===== src/rtl/qspi_xip_pkg.sv =====
package qspi_xip_pkg;

    typedef enum logic [2:0] {
        ST_IDLE  = 3'd0,
        ST_CMD   = 3'd1,
        ST_ADDR  = 3'd2,
        ST_DUMMY = 3'd3,
        ST_DATA  = 3'd4,
        ST_HOLD  = 3'd5,
        ST_RST   = 3'd6,
        ST_END   = 3'd7
    } ctrl_state_e;

    localparam logic [7:0] OP_WAKE  = 8'hAB;
    localparam logic [7:0] OP_READ  = 8'h03;
    localparam logic [7:0] OP_QREAD = 8'hEB;
    localparam logic [7:0] MODE_KEEP = 8'hA5;

endpackage


===== src/rtl/qspi_lane_drive.sv =====
module qspi_lane_drive #(
    parameter int LANES = 4
) (
    input  logic             drive_en,
    input  logic             wide,
    input  logic             force_high,
    input  logic [LANES-1:0] nib,
    output logic [LANES-1:0] io_out,
    output logic [LANES-1:0] io_oe
);
    for (genvar i = 0; i < LANES; i++) begin : g_lane
        if (i == 0) begin : g_l0
            assign io_out[i] = drive_en & (force_high | (wide ? nib[i] : nib[LANES-1]));
            assign io_oe[i]  = drive_en;
        end else begin : g_ln
            assign io_out[i] = drive_en & (force_high | (wide & nib[i]));
            assign io_oe[i]  = drive_en & (wide | force_high);
        end
    end
endmodule


===== src/rtl/qspi_rx_gather.sv =====
module qspi_rx_gather (
    input  logic       wide,
    input  logic [6:0] rx_in,
    input  logic [3:0] io_in,
    output logic [7:0] rx_out
);
    always_comb begin
        if (wide) rx_out = {rx_in[3:0], io_in};
        else      rx_out = {rx_in, io_in[1]};
    end
endmodule


===== src/rtl/qspi_xip_ctrl.sv =====
module qspi_xip_ctrl
    import qspi_xip_pkg::*;
#(
    parameter int ADDR_W     = 24,
    parameter int LEN_W      = 8,
    parameter int DUMMY_CLKS = 8
) (
    input  logic              clk,
    input  logic              rst_n,
    input  logic              req_valid,
    output logic              req_ready,
    input  logic              req_single,
    input  logic [ADDR_W-1:0] req_addr,
    input  logic [LEN_W-1:0]  req_len,
    output logic              rsp_valid,
    output logic [7:0]        rsp_data,
    output logic              flash_cs_n,
    output logic              flash_sck,
    output logic [3:0]        flash_io_out,
    output logic [3:0]        flash_io_oe,
    input  logic [3:0]        flash_io_in
);
    localparam int SH_W  = ADDR_W + 8;
    localparam int CNT_W = $clog2(ADDR_W + DUMMY_CLKS + 1);
    localparam logic [CNT_W-1:0] SLOTS_SER  = CNT_W'(8);
    localparam logic [CNT_W-1:0] SLOTS_QUAD = CNT_W'(2);
    localparam logic [CNT_W-1:0] SLOTS_QHDR = CNT_W'(SH_W / 4);
    localparam logic [CNT_W-1:0] SLOTS_SADR = CNT_W'(ADDR_W);
    localparam logic [CNT_W-1:0] SLOTS_DUM  = CNT_W'(DUMMY_CLKS);

    typedef struct packed {
        ctrl_state_e       st;
        logic              ph;
        logic [CNT_W-1:0]  cnt;
        logic [SH_W-1:0]   sh;
        logic [6:0]        rx;
        logic              wide;
        logic              awake;
        logic              cont;
        logic              wake;
        logic              pend;
        logic              single;
        logic [ADDR_W-1:0] addr;
        logic [LEN_W-1:0]  left;
        logic              rsp_v;
        logic [7:0]        rsp_d;
    } ctrl_regs_t;

    ctrl_regs_t q, d;
    logic       start_go;
    logic [7:0] rx_next;
    logic       drive_en;

    qspi_rx_gather u_gather (
        .wide   (q.wide),
        .rx_in  (q.rx),
        .io_in  (flash_io_in),
        .rx_out (rx_next)
    );

    assign drive_en = (q.st == ST_CMD) || (q.st == ST_ADDR) || (q.st == ST_RST);

    qspi_lane_drive #(.LANES(4)) u_drive (
        .drive_en   (drive_en),
        .wide       (q.wide),
        .force_high (q.st == ST_RST),
        .nib        (q.sh[SH_W-1 -: 4]),
        .io_out     (flash_io_out),
        .io_oe      (flash_io_oe)
    );

    always_comb begin
        d        = q;
        d.rsp_v  = 1'b0;
        start_go = 1'b0;
        case (q.st)
            ST_IDLE: begin
                if (req_valid) begin
                    d.addr   = req_addr;
                    d.left   = req_len;
                    d.single = req_single;
                    start_go = 1'b1;
                end
            end
            ST_END: begin
                if (q.pend) start_go = 1'b1;
                else        d.st = ST_IDLE;
            end
            ST_HOLD: begin
                if (req_valid) begin
                    if (req_single == q.single && req_addr == q.addr) begin
                        d.left = req_len;
                        d.st   = ST_DATA;
                        d.cnt  = q.single ? SLOTS_SER : SLOTS_QUAD;
                    end else begin
                        d.addr   = req_addr;
                        d.left   = req_len;
                        d.single = req_single;
                        d.pend   = 1'b1;
                        d.st     = ST_END;
                    end
                end
            end
            default: begin
                d.ph = ~q.ph;
                if (!q.ph) begin
                    if (q.st == ST_DATA) begin
                        d.rx = rx_next[6:0];
                        if (q.cnt == CNT_W'(1)) begin
                            d.rsp_v = 1'b1;
                            d.rsp_d = rx_next;
                        end
                    end
                end else begin
                    d.cnt = q.cnt - 1'b1;
                    d.sh  = q.wide ? (q.sh << 4) : (q.sh << 1);
                    if (q.cnt == CNT_W'(1)) begin
                        case (q.st)
                            ST_CMD: begin
                                if (q.wake) begin
                                    d.wake  = 1'b0;
                                    d.awake = 1'b1;
                                    d.st    = ST_END;
                                end else if (q.single) begin
                                    d.st  = ST_ADDR;
                                    d.sh  = {q.addr, 8'h00};
                                    d.cnt = SLOTS_SADR;
                                end else begin
                                    d.st   = ST_ADDR;
                                    d.sh   = {q.addr, MODE_KEEP};
                                    d.cnt  = SLOTS_QHDR;
                                    d.wide = 1'b1;
                                end
                            end
                            ST_ADDR: begin
                                if (q.single) begin
                                    d.st  = ST_DATA;
                                    d.cnt = SLOTS_SER;
                                end else begin
                                    d.cont = 1'b1;
                                    d.st   = ST_DUMMY;
                                    d.cnt  = SLOTS_DUM;
                                end
                            end
                            ST_DUMMY: begin
                                d.st  = ST_DATA;
                                d.cnt = SLOTS_QUAD;
                            end
                            ST_RST: begin
                                d.cont = 1'b0;
                                d.st   = ST_END;
                            end
                            ST_DATA: begin
                                d.addr = q.addr + 1'b1;
                                if (q.left == '0) begin
                                    d.st = ST_HOLD;
                                end else begin
                                    d.left = q.left - 1'b1;
                                    d.cnt  = q.single ? SLOTS_SER : SLOTS_QUAD;
                                end
                            end
                            default: ;
                        endcase
                    end
                end
            end
        endcase

        if (start_go) begin
            d.pend = 1'b0;
            d.ph   = 1'b0;
            d.cnt  = SLOTS_SER;
            d.wide = 1'b0;
            if (!q.awake) begin
                d.st   = ST_CMD;
                d.sh   = {OP_WAKE, {ADDR_W{1'b0}}};
                d.wake = 1'b1;
                d.pend = 1'b1;
            end else if (d.single && q.cont) begin
                d.st   = ST_RST;
                d.wide = 1'b1;
                d.pend = 1'b1;
            end else if (d.single) begin
                d.st = ST_CMD;
                d.sh = {OP_READ, {ADDR_W{1'b0}}};
            end else if (q.cont) begin
                d.st   = ST_ADDR;
                d.sh   = {d.addr, MODE_KEEP};
                d.cnt  = SLOTS_QHDR;
                d.wide = 1'b1;
            end else begin
                d.st = ST_CMD;
                d.sh = {OP_QREAD, {ADDR_W{1'b0}}};
            end
        end
    end

    always_ff @(posedge clk or negedge rst_n) begin
        if (!rst_n) q <= '0;
        else        q <= d;
    end

    assign req_ready  = (q.st == ST_IDLE) || (q.st == ST_HOLD);
    assign flash_cs_n = (q.st == ST_IDLE) || (q.st == ST_END);
    assign flash_sck  = q.ph;
    assign rsp_valid  = q.rsp_v;
    assign rsp_data   = q.rsp_d;

endmodule


===== config.mk =====
export PLATFORM = sky130hd
export DESIGN_NAME = qspi_xip_ctrl
export DESIGN_NICKNAME = d
export VERILOG_FILES = /design/src/rtl/qspi_xip_pkg.sv /design/src/rtl/qspi_lane_drive.sv /design/src/rtl/qspi_rx_gather.sv /design/src/rtl/qspi_xip_ctrl.sv
export SDC_FILE = /design/constraint.sdc
export NUM_CORES = 1
export LEC_CHECK = 0
export ABC_CLOCK_PERIOD_IN_PS = 2200
export BUFFER_PORTS_ARGS = -buffer_cell sky130_fd_sc_hd__buf_2
export CAP_MARGIN = 25
export CORE_AREA = 2 2 112 114
export DETAILED_ROUTE_END_ITERATION = 12
export DIE_AREA = 0 0 114 116
export PLACE_DENSITY = 0.83
export SYNTH_ARGS = -nofsm -noshare
export SYNTH_HDL_FRONTEND = slang
export SYNTH_HIERARCHICAL = 1
export SYNTH_SLANG_ARGS = --single-unit

===== constraint.sdc =====
create_clock -name clk -period 2.2 [get_ports clk]
set_input_delay 0.11 -clock clk [delete_from_list [all_inputs] [get_ports clk]]
set_output_delay 0.11 -clock clk [all_outputs]
set_load 0.005 [all_outputs]

==> flow_summary_export.csv <==
group,metric,value,unit
outcome,status,"finished with violations",
outcome,failed_checks,"negative hold slack, negative setup slack",
synth,netlist_top_cells_count,"nand2_1 (106), dfrtp_1 (96), nor2_1 (67), a21oi_1 (58), o21ai_0 (48)",
detailed_routing,via_count,7042,
synth,synth.distinct_cells,72,
floorplanning,num_io_pins,60,
final_layout,final_cells,1070,
synth,yosys_most_used_dff,"dfrtp_1",
final_layout,drive_gt1_share,33.7,%
synth,syn_area,6480,um^2
grt,grt_start_max_net_pins,50,
clocking,cts_made_buffers,9,
synth,syn-instance-count,759,
power_and_ir_drop,p_total,13.1,mW
worst_setup_path,crit_type,"register to register",
timing,fmax,416,MHz
timing,fin_hold_ws,-0.00512,ns
timing,slew-limit-headroom,59.0,%
timing,finalHoldViolCount,1,
power_and_ir_drop,p_per_area,1520,nW/um^2
synth,syn_avg_cell_area,8.54,um^2
timing,rsz0062_at_grt,"yes",
floorplanning,die-area,13200,um^2
placed_design,dp_hpwl,14.2,mm
grt,grt_overflow,0,
timing,slew_violations,0,
worst_setup_path,critPathMaxFanout,2,
grt,grt_pass1_vias,6373,
synth,yosysSeqAreaShare,37.1,%
detailed_routing,routed.top_layer,"met4",
clocking,cts.sinks,96,
flow_run,cap_violations,0,
grt,grt_usage,30.9,%
final_layout,antenna_cells,0,
synth,ys_seq_elements,96,
grt,grt_pass1_wl,32.1,mm
synth,synth.most_common_cell,"nand2_1",
detailed_routing,avgViaCountPerCell,6.58,
floorplanning,die_y,116,um
final_layout,synthToLayoutAreaGrowth,32.4,%
worst_setup_path,cp.required,2.45,ns
power_and_ir_drop,ir_drop,0.000611,V
synth,yosys.area.top_type,"dfrtp_1",
clocking,cts_max_level,3,
synth,synth_top_area_share,37.1,%
final_layout,utilization,72.0,%
worst_setup_path,arrival,2.66,ns
timing,min_period,2.41,ns
timing,fin_crit_sh,109,%
timing,finalClockSkew,0.00932,ns
detailed_routing,m1WireLength,8.43,mm
power_and_ir_drop,leakagePower,4.00,nW
placed_design,dp_cells,1019,
placed_design,finalWeightedCongestion,0.976,
detailed_routing,wl_met3,2.68,mm
placed_design,io_buffers,59,
hold_path,hold_class,"primary input to register",
timing,setup_ws,-0.206,ns
synth,synth_edf_count,0,
timing,timing_worst_slew_pin_value,0.615,ns
detailed_routing,wl_met2,10.0,mm
synth,ys.warnings.count,6,
clocking,cts_tree,"yes",
clocking,cts_root_buffer,"clkbuf_16",
floorplanning,core,11900,um^2
detailed_routing,drc,0,
detailed_routing,wl,22.2,mm
clocking,clk_pin_slew,0.08,ns
detailed_routing,drt_iter0_markers,996,
final_layout,fin_nets,962,
placed_design,dp_slack,-0.272,ns
clocking,clock_latency,0.37,ns
detailed_routing,first_pass_iters,6,
detailed_routing,post_drt_wl_per_cell,20.8,um
timing,setup_viol_count_final,31,
worst_setup_path,startpoint_type,"register",
worst_setup_path,crit_path_end_kind,"register",
grt,antenna_found_initial,0,
floorplanning,start_util,54.4,%
synth,ys_async_sr_fraction,100,%
floorplanning,die_x,114,um
synth,synthTopCellsByArea,"dfrtp_1 (37%), nand2_1 (6.1%), a21oi_1 (4.5%)",
floorplanning,rows,40,
synth,syn-num-nets,803,
detailed_routing,antenna_left,0,
clocking,cts_max_path_buffers,2,
==> worst max-delay path: stages (launching register included) <==
cell and delay, ns:
dfrtp_1 0.40, buf_4 0.14, nand4_2 0.10, or4_4 0.53, buf_4 0.17, nor4_2 0.22, xnor2_1 0.20, nor2_2 0.10
a2111oi_4 0.32, o31ai_1 0.10
==> cell type report <==
type	instances	area (um^2)
Fill cell	847	3330
Sequential cell	96	2410
Timing Repair Buffer	210	1620
Clock inverter	7	68.8
Inverter	18	67.6
Tap cell	147	184
Clock buffer	9	225
Multi-Input combinational cell	583	4010
==> state kept, by name, summed over array words and instances (netlist names) <==
name and count:
rsp_data 8, q 86, flash_sck 1, rsp_valid 1
==> logic make-up (layout without fill, tap and decap cells) <==
family	Yosys count	after routing	synth area share [%]
buf+inv	80	244	6.41
flops	96	96	37.1
compound gates	230	230	23.2
fa+ha+maj	4	4	0.772
mux	48	48	8.36
xor+xnor	30	30	4.05
simple gates	271	271	20.2
==> per-layer routing <==
layer | up-vias | track usage, %
met5 | - | 0
met4 | 0 | 13.7
met3 | 141 | 6.59
met2 | 534 | 48.5
met1 | 3294 | 41.6
li1 | 3073 | -
==> timing repair <==
| item | in CTS | in global routing |
|---|---|---|
| gates resized for setup | 27 | 88 |
| hold endpoints to repair | 53 | 0 |
| setup endpoints to repair | 36 | 59 |
| hold buffers | 14 | 0 |
| cloned | 0 | 4 |
| pin swaps | 4 | 25 |
| setup buffers | 5 | 12 |
==> worst paths after layout <==
kind	start	end	slack, ns	cells after the start
setup / recovery	q[19]$_DFF_PN0_	q[84]$_DFF_PN0_	-0.21	9
hold / removal	req_addr[11]	q[28]$_DFF_PN0_	-0.005	3
setup reg to reg	q[19]$_DFF_PN0_	q[84]$_DFF_PN0_	-0.21	9
hold reg to reg	rsp_data[3]$_DFFE_PN0P_	rsp_data[3]$_DFFE_PN0P_	0.47	2
max in group asynchronous	rst_n	q[95]$_DFFE_PN0P_	1.26	3
min in group asynchronous	rst_n	q[48]$_DFFE_PN0P_	0.29	2
==> where the power goes <==
| group | internal [mW] | total, mW | switching [mW] | leakage (nW) |
|---|---|---|---|---|
| clock | 0.804 | 1.61 | 0.801 | 0.146 |
| combinational | 3.75 | 8.00 | 4.25 | 2.64 |
| sequential | 2.56 | 3.45 | 0.886 | 1.21 |
==> placed cells by master, fill, tap and decap left out, types with 5 or more instances in the layout <==
cell type      instances
a211oi_1              15
a21o_1                15
a21oi_1               52
a21oi_2                6
a221o_1               17
a31oi_1               13
a31oi_2                5
a32oi_1                5
and3_1                 6
buf_2                 58
buf_4                117
buf_6                 13
clkbuf_16             11
dfrtp_1               91
dfrtp_2                5
dlygate4sd3_1         14
inv_1                 15
mux2_2                10
mux2_4                 9
mux2i_1               28
nand2_1              103
nand2b_1               6
nand3_1               14
nand4_1               14
nor2_1                61
nor2b_1                8
nor3_1                 9
nor4_1                 5
o21ai_0               25
o21ai_1               23
o22ai_1                7
o31ai_1                6
xnor2_1               18
xnor2_2                7
xor2_1                 5
==> metrics by stage <==
| stage | setup TNS, ns | cell area, um^2 |
|---|---|---|
| floorplan | -0.0661 | 6480 |
| global placement | -1.13 | 7540 |
| detailed placement | -1.99 | 7540 |
| CTS | -0.319 | 8120 |
| global route | -5.05 | 8580 |
| finish | -1.72 | 8580 |
Note: power is estimated with default switching activity, not from simulation.
